[config.mk]
export PLATFORM = sky130hd
export DESIGN_NAME = timer_channel
export DESIGN_NICKNAME = d
export VERILOG_FILES = /design/src/rtl/timer_channel_pkg.sv /design/src/rtl/timer_channel_dp.sv /design/src/rtl/timer_channel_ctrl.sv /design/src/rtl/timer_channel.sv
export SDC_FILE = /design/constraint.sdc
export NUM_CORES = 1
export LEC_CHECK = 0
export ABC_CLOCK_PERIOD_IN_PS = 3600
export BUFFER_PORTS_ARGS = -buffer_cell sky130_fd_sc_hd__buf_2
export CAP_MARGIN = 15
export CORE_ASPECT_RATIO = 0.75
export CORE_UTILIZATION = 30
export CTS_CLUSTER_DIAMETER = 50
export DETAILED_ROUTE_END_ITERATION = 10
export SETUP_SLACK_MARGIN = 0.02
export SLEW_MARGIN = 20
export SYNTH_ARGS = -nofsm -noshare
export SYNTH_HDL_FRONTEND = slang
export SYNTH_SLANG_ARGS = --single-unit
export TNS_END_PERCENT = 100
[constraint.sdc]
create_clock -name clk -period 3.6 [get_ports clk]
set_clock_uncertainty 0.05 [all_clocks]
set_input_delay 0.54 -clock clk [delete_from_list [all_inputs] [get_ports clk]]
set_output_delay 0.54 -clock clk [all_outputs]
set_load 0.005 [all_outputs]
[src/rtl/timer_channel_pkg.sv]
package timer_channel_pkg;

  typedef enum logic [2:0] {
    MODE_TC_EVENT  = 3'd0,
    MODE_ONE_SHOT  = 3'd1,
    MODE_RATE      = 3'd2,
    MODE_SQUARE    = 3'd3,
    MODE_SW_STROBE = 3'd4,
    MODE_HW_STROBE = 3'd5
  } mode_e;

  typedef struct packed {
    logic load;
    logic restart;
    logic stepOne;
    logic stepTwo;
    logic reloadNow;
  } dpStrobe_t;

  // Values 6 and 7 alias the periodic modes 2 and 3.
  function automatic mode_e foldMode(input logic [2:0] raw);
    if (raw[2] && raw[1]) return mode_e'({1'b0, raw[1:0]});
    return mode_e'(raw);
  endfunction

endpackage

[src/rtl/timer_channel_dp.sv]
module timer_channel_dp
  import timer_channel_pkg::*;
#(
  parameter int CntW = 16
) (
  input  logic            clk,
  input  logic            rstN,
  input  dpStrobe_t       stb,
  input  logic [CntW-1:0] loadVal,
  output logic [CntW-1:0] countQ,
  output logic            isOne,
  output logic            isTwo
);

  localparam logic [CntW-1:0] One = CntW'(1);
  localparam logic [CntW-1:0] Two = CntW'(2);

  logic [CntW-1:0] reloadQ;
  logic [CntW-1:0] countD;

  always_comb begin
    countD = countQ;
    if (stb.load)           countD = loadVal;
    else if (stb.restart)   countD = reloadQ;
    else if (stb.reloadNow) countD = reloadQ;
    else if (stb.stepTwo)   countD = countQ - Two;
    else if (stb.stepOne)   countD = countQ - One;
  end

  always_ff @(posedge clk) begin
    if (!rstN) begin
      countQ  <= '0;
      reloadQ <= '0;
    end else begin
      countQ <= countD;
      if (stb.load) reloadQ <= loadVal;
    end
  end

  assign isOne = (countQ == One);
  assign isTwo = (countQ == Two);

  p_load_value_r2: assert property (@(posedge clk) disable iff (!rstN)
    stb.load |=> countQ == $past(loadVal));

  p_restart_reload_r10: assert property (@(posedge clk) disable iff (!rstN)
    (stb.restart && !stb.load) |=> countQ == $past(reloadQ));

  p_idle_hold_r13: assert property (@(posedge clk) disable iff (!rstN)
    (stb == '0) |=> $stable(countQ));

  p_square_parity_r7: assert property (@(posedge clk) disable iff (!rstN)
    (stb.stepTwo && !stb.load && !stb.restart) |=> countQ[0] == $past(countQ[0]));

endmodule

[src/rtl/timer_channel_ctrl.sv]
module timer_channel_ctrl
  import timer_channel_pkg::*;
(
  input  logic       clk,
  input  logic       rstN,
  input  logic       tick,
  input  logic       loadStb,
  input  logic [2:0] modeSel,
  input  logic       gateIn,
  input  logic       isOne,
  input  logic       isTwo,
  output dpStrobe_t  stb,
  output logic       outLvl
);

  mode_e modeQ;
  mode_e modeNew;
  logic  gatePrev;
  logic  armedQ;
  logic  outQ;
  logic  gateRise;
  logic  retrigMode;
  logic  freeRun;
  logic  countEn;
  logic  periodic;

  assign modeNew    = foldMode(modeSel);
  assign gateRise   = gateIn && !gatePrev;
  assign retrigMode = modeQ inside {MODE_ONE_SHOT, MODE_RATE, MODE_SQUARE, MODE_HW_STROBE};
  assign freeRun    = modeQ inside {MODE_ONE_SHOT, MODE_HW_STROBE};
  assign periodic   = modeQ inside {MODE_RATE, MODE_SQUARE};

  always_comb begin
    stb         = '0;
    stb.load    = loadStb;
    stb.restart = !loadStb && gateRise && retrigMode;
    countEn     = tick && !loadStb && !stb.restart && (gateIn || freeRun);
    if (modeQ == MODE_SQUARE) begin
      stb.reloadNow = countEn && (isOne || isTwo);
      stb.stepTwo   = countEn && !(isOne || isTwo);
    end else if (modeQ == MODE_RATE) begin
      stb.reloadNow = countEn && isOne;
      stb.stepOne   = countEn && !isOne;
    end else begin
      stb.stepOne   = countEn;
    end
  end

  always_ff @(posedge clk) begin
    if (!rstN) begin
      modeQ    <= MODE_TC_EVENT;
      gatePrev <= 1'b0;
      armedQ   <= 1'b0;
      outQ     <= 1'b1;
    end else begin
      gatePrev <= gateIn;
      if (loadStb) begin
        modeQ  <= modeNew;
        outQ   <= (modeNew != MODE_TC_EVENT);
        armedQ <= (modeNew inside {MODE_TC_EVENT, MODE_SW_STROBE});
      end else if (stb.restart) begin
        armedQ <= 1'b1;
        outQ   <= (modeQ != MODE_ONE_SHOT);
      end else if (!gateIn && periodic) begin
        outQ <= 1'b1;
      end else if (countEn) begin
        unique case (modeQ)
          MODE_TC_EVENT, MODE_ONE_SHOT: begin
            if (armedQ && isOne) begin
              outQ   <= 1'b1;
              armedQ <= 1'b0;
            end
          end
          MODE_SW_STROBE, MODE_HW_STROBE: begin
            if (armedQ && isOne) begin
              outQ   <= 1'b0;
              armedQ <= 1'b0;
            end else begin
              outQ <= 1'b1;
            end
          end
          MODE_RATE:   outQ <= !isTwo;
          MODE_SQUARE: if (isOne || isTwo) outQ <= !outQ;
          default:     outQ <= outQ;
        endcase
      end
    end
  end

  assign outLvl = outQ;

  p_load_mode0_low_r4: assert property (@(posedge clk) disable iff (!rstN)
    (loadStb && modeNew == MODE_TC_EVENT) |=> !outQ);

  p_trigger_low_r5: assert property (@(posedge clk) disable iff (!rstN)
    (modeQ == MODE_ONE_SHOT && stb.restart) |=> !outQ);

  p_rate_pulse_r6: assert property (@(posedge clk) disable iff (!rstN)
    (modeQ == MODE_RATE && !outQ && tick && gateIn && !loadStb) |=> outQ);

  p_strobe_width_r9: assert property (@(posedge clk) disable iff (!rstN)
    (modeQ == MODE_HW_STROBE && !outQ && tick && !loadStb) |=> outQ);

endmodule

[src/rtl/timer_channel.sv]
module timer_channel
  import timer_channel_pkg::*;
#(
  parameter int CntW = 16
) (
  input  logic            clk,
  input  logic            rstN,
  input  logic            tick,
  input  logic            loadStb,
  input  logic [CntW-1:0] loadVal,
  input  logic [2:0]      modeSel,
  input  logic            gateIn,
  input  logic            outEn,
  output logic [CntW-1:0] count,
  output logic            outPin
);

  dpStrobe_t stb;
  logic      isOne;
  logic      isTwo;
  logic      outLvl;

  timer_channel_ctrl u_ctrl (
    .clk     (clk),
    .rstN    (rstN),
    .tick    (tick),
    .loadStb (loadStb),
    .modeSel (modeSel),
    .gateIn  (gateIn),
    .isOne   (isOne),
    .isTwo   (isTwo),
    .stb     (stb),
    .outLvl  (outLvl)
  );

  timer_channel_dp #(.CntW(CntW)) u_dp (
    .clk     (clk),
    .rstN    (rstN),
    .stb     (stb),
    .loadVal (loadVal),
    .countQ  (count),
    .isOne   (isOne),
    .isTwo   (isTwo)
  );

  // masking sits after the level register, so counting is untouched.
  assign outPin = outLvl && outEn;

endmodule

==> flow_summary_export.csv <==
group,metric,value,unit
synthesis,synth_edf_count,0,
worst_hold_path,holdPathEnd,"u_dp.reloadQ[1]$_SDFFE_PN0P_",
synthesis,synthCells,316,
floorplan,die-area,8790,sq um
synthesis,ys_seq_elements,38,
grt,grt_use_total,17.1,%
pwr,vdd_ir_drop_max,0.177,mV
setup_path,cp_max_fo,8,
floorplan,dieWidth,108,microns
setup_path,crit_type,"register to register",
setup_path,max_stage_delay,700,ps
clock_network,clk_latency,290,ps
detailed_routing,via_count,2574,
detailed_routing,wire_per_inst,16.2,microns
setup_path,crit_path_start,"u_dp.countQ[3]$_SDFFE_PN0P_",
pwr,powerDensity,395,nW/um^2
synthesis,avgSynthCellArea,7.99,sq um
setup_path,r2r_end,"u_dp.countQ[5]$_SDFFE_PN0P_",
clock_network,cts_max_level,2,
synthesis,syn_nets,349,
synthesis,ys.flop_type,"dfxtp_1",
grt,gr-total-overflow,0,
finish,final_cell_area,2930,sq um
synthesis,yosysWarnings,0,
timing,fin_setup_tns,0,ps
setup_path,cpMaxStageDelayCell,"or4_1",
detailed_routing,drt_iter0_markers,278,
setup_path,worstReg2RegStart,"u_dp.countQ[3]$_SDFFE_PN0P_",
synthesis,yosysTopAreaCell,"dfxtp_1",
clock_network,postCtsHoldBufs,0,
finish,n_antenna_cell,0,
detailed_routing,dr.pass1.iters,4,
detailed_routing,drt-vias-per-instance,5.63,
job,cap_violations,0,
synthesis,yosysSeqAreaShare,30.1,%
setup_path,cp.arrival,3120,ps
clock_network,cts_tree,"built",
clock_network,cts_root_buf,"clkbuf_8",
synthesis,synthDistinctLibCells,66,
detailed_routing,finalWirelength,7.38,mm
grt,grt_pass1_vias,2324,
timing,period_needed,3000,ps
clock_network,cts_buffers,5,
worst_hold_path,min_from,"u_dp.reloadQ[1]$_SDFFE_PN0P_",
placement,dp.final_hpwl,5.37,mm
synthesis,synthArstFlopShare,0,%
timing,period_share,83.2,%
placement,dp_slack,642,ps
clock_network,clock_sinks,38,
setup_path,startpoint_type,"register",
timing,rsz0062_at_grt,"false",
timing,slew_viol_final,0,
timing,setup_viol,0,
placement,placed_area,2810,sq um
run_status,status,"complete, no violations",
synthesis,netlist.area_leader.share,30.1,%
floorplan,start_util,31.5,%
setup_path,reg2reg_slack,600,ps
floorplan,dieHeight,81.5,microns
timing,slew_headroom,51.2,%
worst_hold_path,hold_path.class,"register to register",
clock_network,cts_buffer_depth,2,
pwr,power,1.16,mW
finish,post-route-util,36.5,%
finish,n_fill_cell,835,
setup_path,r2r_cells,6,
placement,gp_congestion,0.874,
finish,drive_gt1_share,19.6,%
synthesis,synth_common_cells,"nor2_1, dfxtp_1, nand2_1, a21oi_1, mux2i_1",
timing,worst_pin_slew,731,ps
clock_network,cts_resized,0,
floorplan,ios,42,
pwr,leakagePower,1.15,nW
synthesis,ys_top_cells_by_area,"dfxtp_1, mux2i_1, nor2_1",
worst_hold_path,holdPathStages,2,
floorplan,fp.coreArea,8020,sq um
synthesis,synth.most_common_cell,"nor2_1",
detailed_routing,drtAntennaViolNets,0,
synthesis,synth_area,2520,sq um
detailed_routing,remaining_drc_errors,0,
finish,area_growth,15.9,%
placement,io_buffers,41,
finish,layout.nets,385,
clock_network,cts.clk_slew.worst_paths,80,ps
floorplan,core.rowCount,28,
clock_network,post_cts_buffers,0,
timing,fin_ws,604,ps
setup_path,end_kind,"register",
setup_path,crit_required,3720,ps
setup_path,path_cells,"or4_1, or4_4, o32ai_2, a211oi_1, a22oi_1, o221ai_1",
grt,grt_max_degree,40,
grt,grt_pass1_wl,11.8,mm
timing,fmax,334,MHz
timing,finalHoldViolCount,0,
grt,antenna_found_initial,0,
## worst max-delay path: cells and delay by family (launching register included)
family,cells,cell delay [ps]
compound gates,4,1140
flops,1,370
simple gates,2,1320
## worst max path at each step
stage,end,slack [ps]
6_report,u_dp.countQ[5]$_SDFFE_PN0P_,600
5_1_grt,u_dp.countQ[5]$_SDFFE_PN0P_,420
4_1_cts,u_dp.countQ[5]$_SDFFE_PN0P_,620
3_5_place_dp,u_dp.countQ[5]$_SDFFE_PN0P_,640
3_3_place_gp,u_dp.countQ[0]$_SDFFE_PN0P_,690
2_1_floorplan,u_dp.countQ[5]$_SDFFE_PN0P_,970
## flip-flops by register name (all words and copies together), names as in the netlist
name / cells
u_ctrl.armedQ: 1
u_dp.countQ: 16
u_ctrl.outLvl: 1
u_ctrl.modeQ: 3
u_dp.reloadQ: 16
u_ctrl.gatePrev: 1
## layout make-up
type	count	area, sq um	share of cell area, %
multi-input combinational	251	1650	56.2
inverter	11	41.3	1.41
clock buffer	6	82.6	2.82
clock inverter	1	30.0	1.03
sequential	38	761	26.0
timing repair buffer	45	235	8.04
tap	105	131	4.49
## cell families after synthesis
logic type / share of synthesized area [%]
AND/OR/NAND/NOR: 25.1
AO/OA/AOI/OAI: 27.3
flip-flops: 30.1
buffers and inverters: 4.71
multiplexers: 8.08
adder cells (fa/ha/maj): 3.96
XOR/XNOR: 0.694
## power by group
part	switching, mW	internal (mW)	total, mW
logic	0.163	0.116	0.278
registers	0.0463	0.452	0.499
clock network	0.158	0.222	0.380
## per-stage QoR
step,hold slack [ps],cells
detailed placement,410,450
global placement,404,450
floorplan,393,316
global route,449,457
finish,418,457
CTS,422,457
## layer usage
metal  up-vias  share of wire, %  wire (microns)  global-route usage [%]
met3        12               5.2             386                    2.94
met4         0               1.2              86                    4.79
li1       1254                 -               -                       -
met5         -                 0               0                       0
met1      1222                51            3760                    25.1
met2        86                43            3150                    25.5
## placed cells by master, fill, tap and decap left out, types with 3 or more instances in the layout
master | Yosys | routed
o31ai_1 | 3 | 3
a41oi_1 | 3 | 3
buf_4 | 0 | 4
or3_1 | 3 | 3
nor4_1 | 3 | 3
nand2_1 | 32 | 32
ha_1 | 8 | 8
nand3_1 | 11 | 11
nor3_1 | 7 | 7
a22oi_1 | 6 | 6
nand2b_1 | 6 | 6
a21oi_1 | 20 | 20
buf_2 | 2 | 41
and2_1 | 5 | 5
nor2_1 | 40 | 40
mux2_2 | 3 | 3
o211ai_1 | 6 | 6
clkbuf_8 | 0 | 6
mux2i_1 | 17 | 17
inv_1 | 11 | 11
dfxtp_1 | 38 | 38
o22ai_1 | 4 | 4
o21ai_0 | 10 | 10
a211oi_1 | 3 | 3
nand3b_1 | 4 | 4
or4_1 | 6 | 6
o221ai_1 | 4 | 4
(Power assumes the default switching activity.)
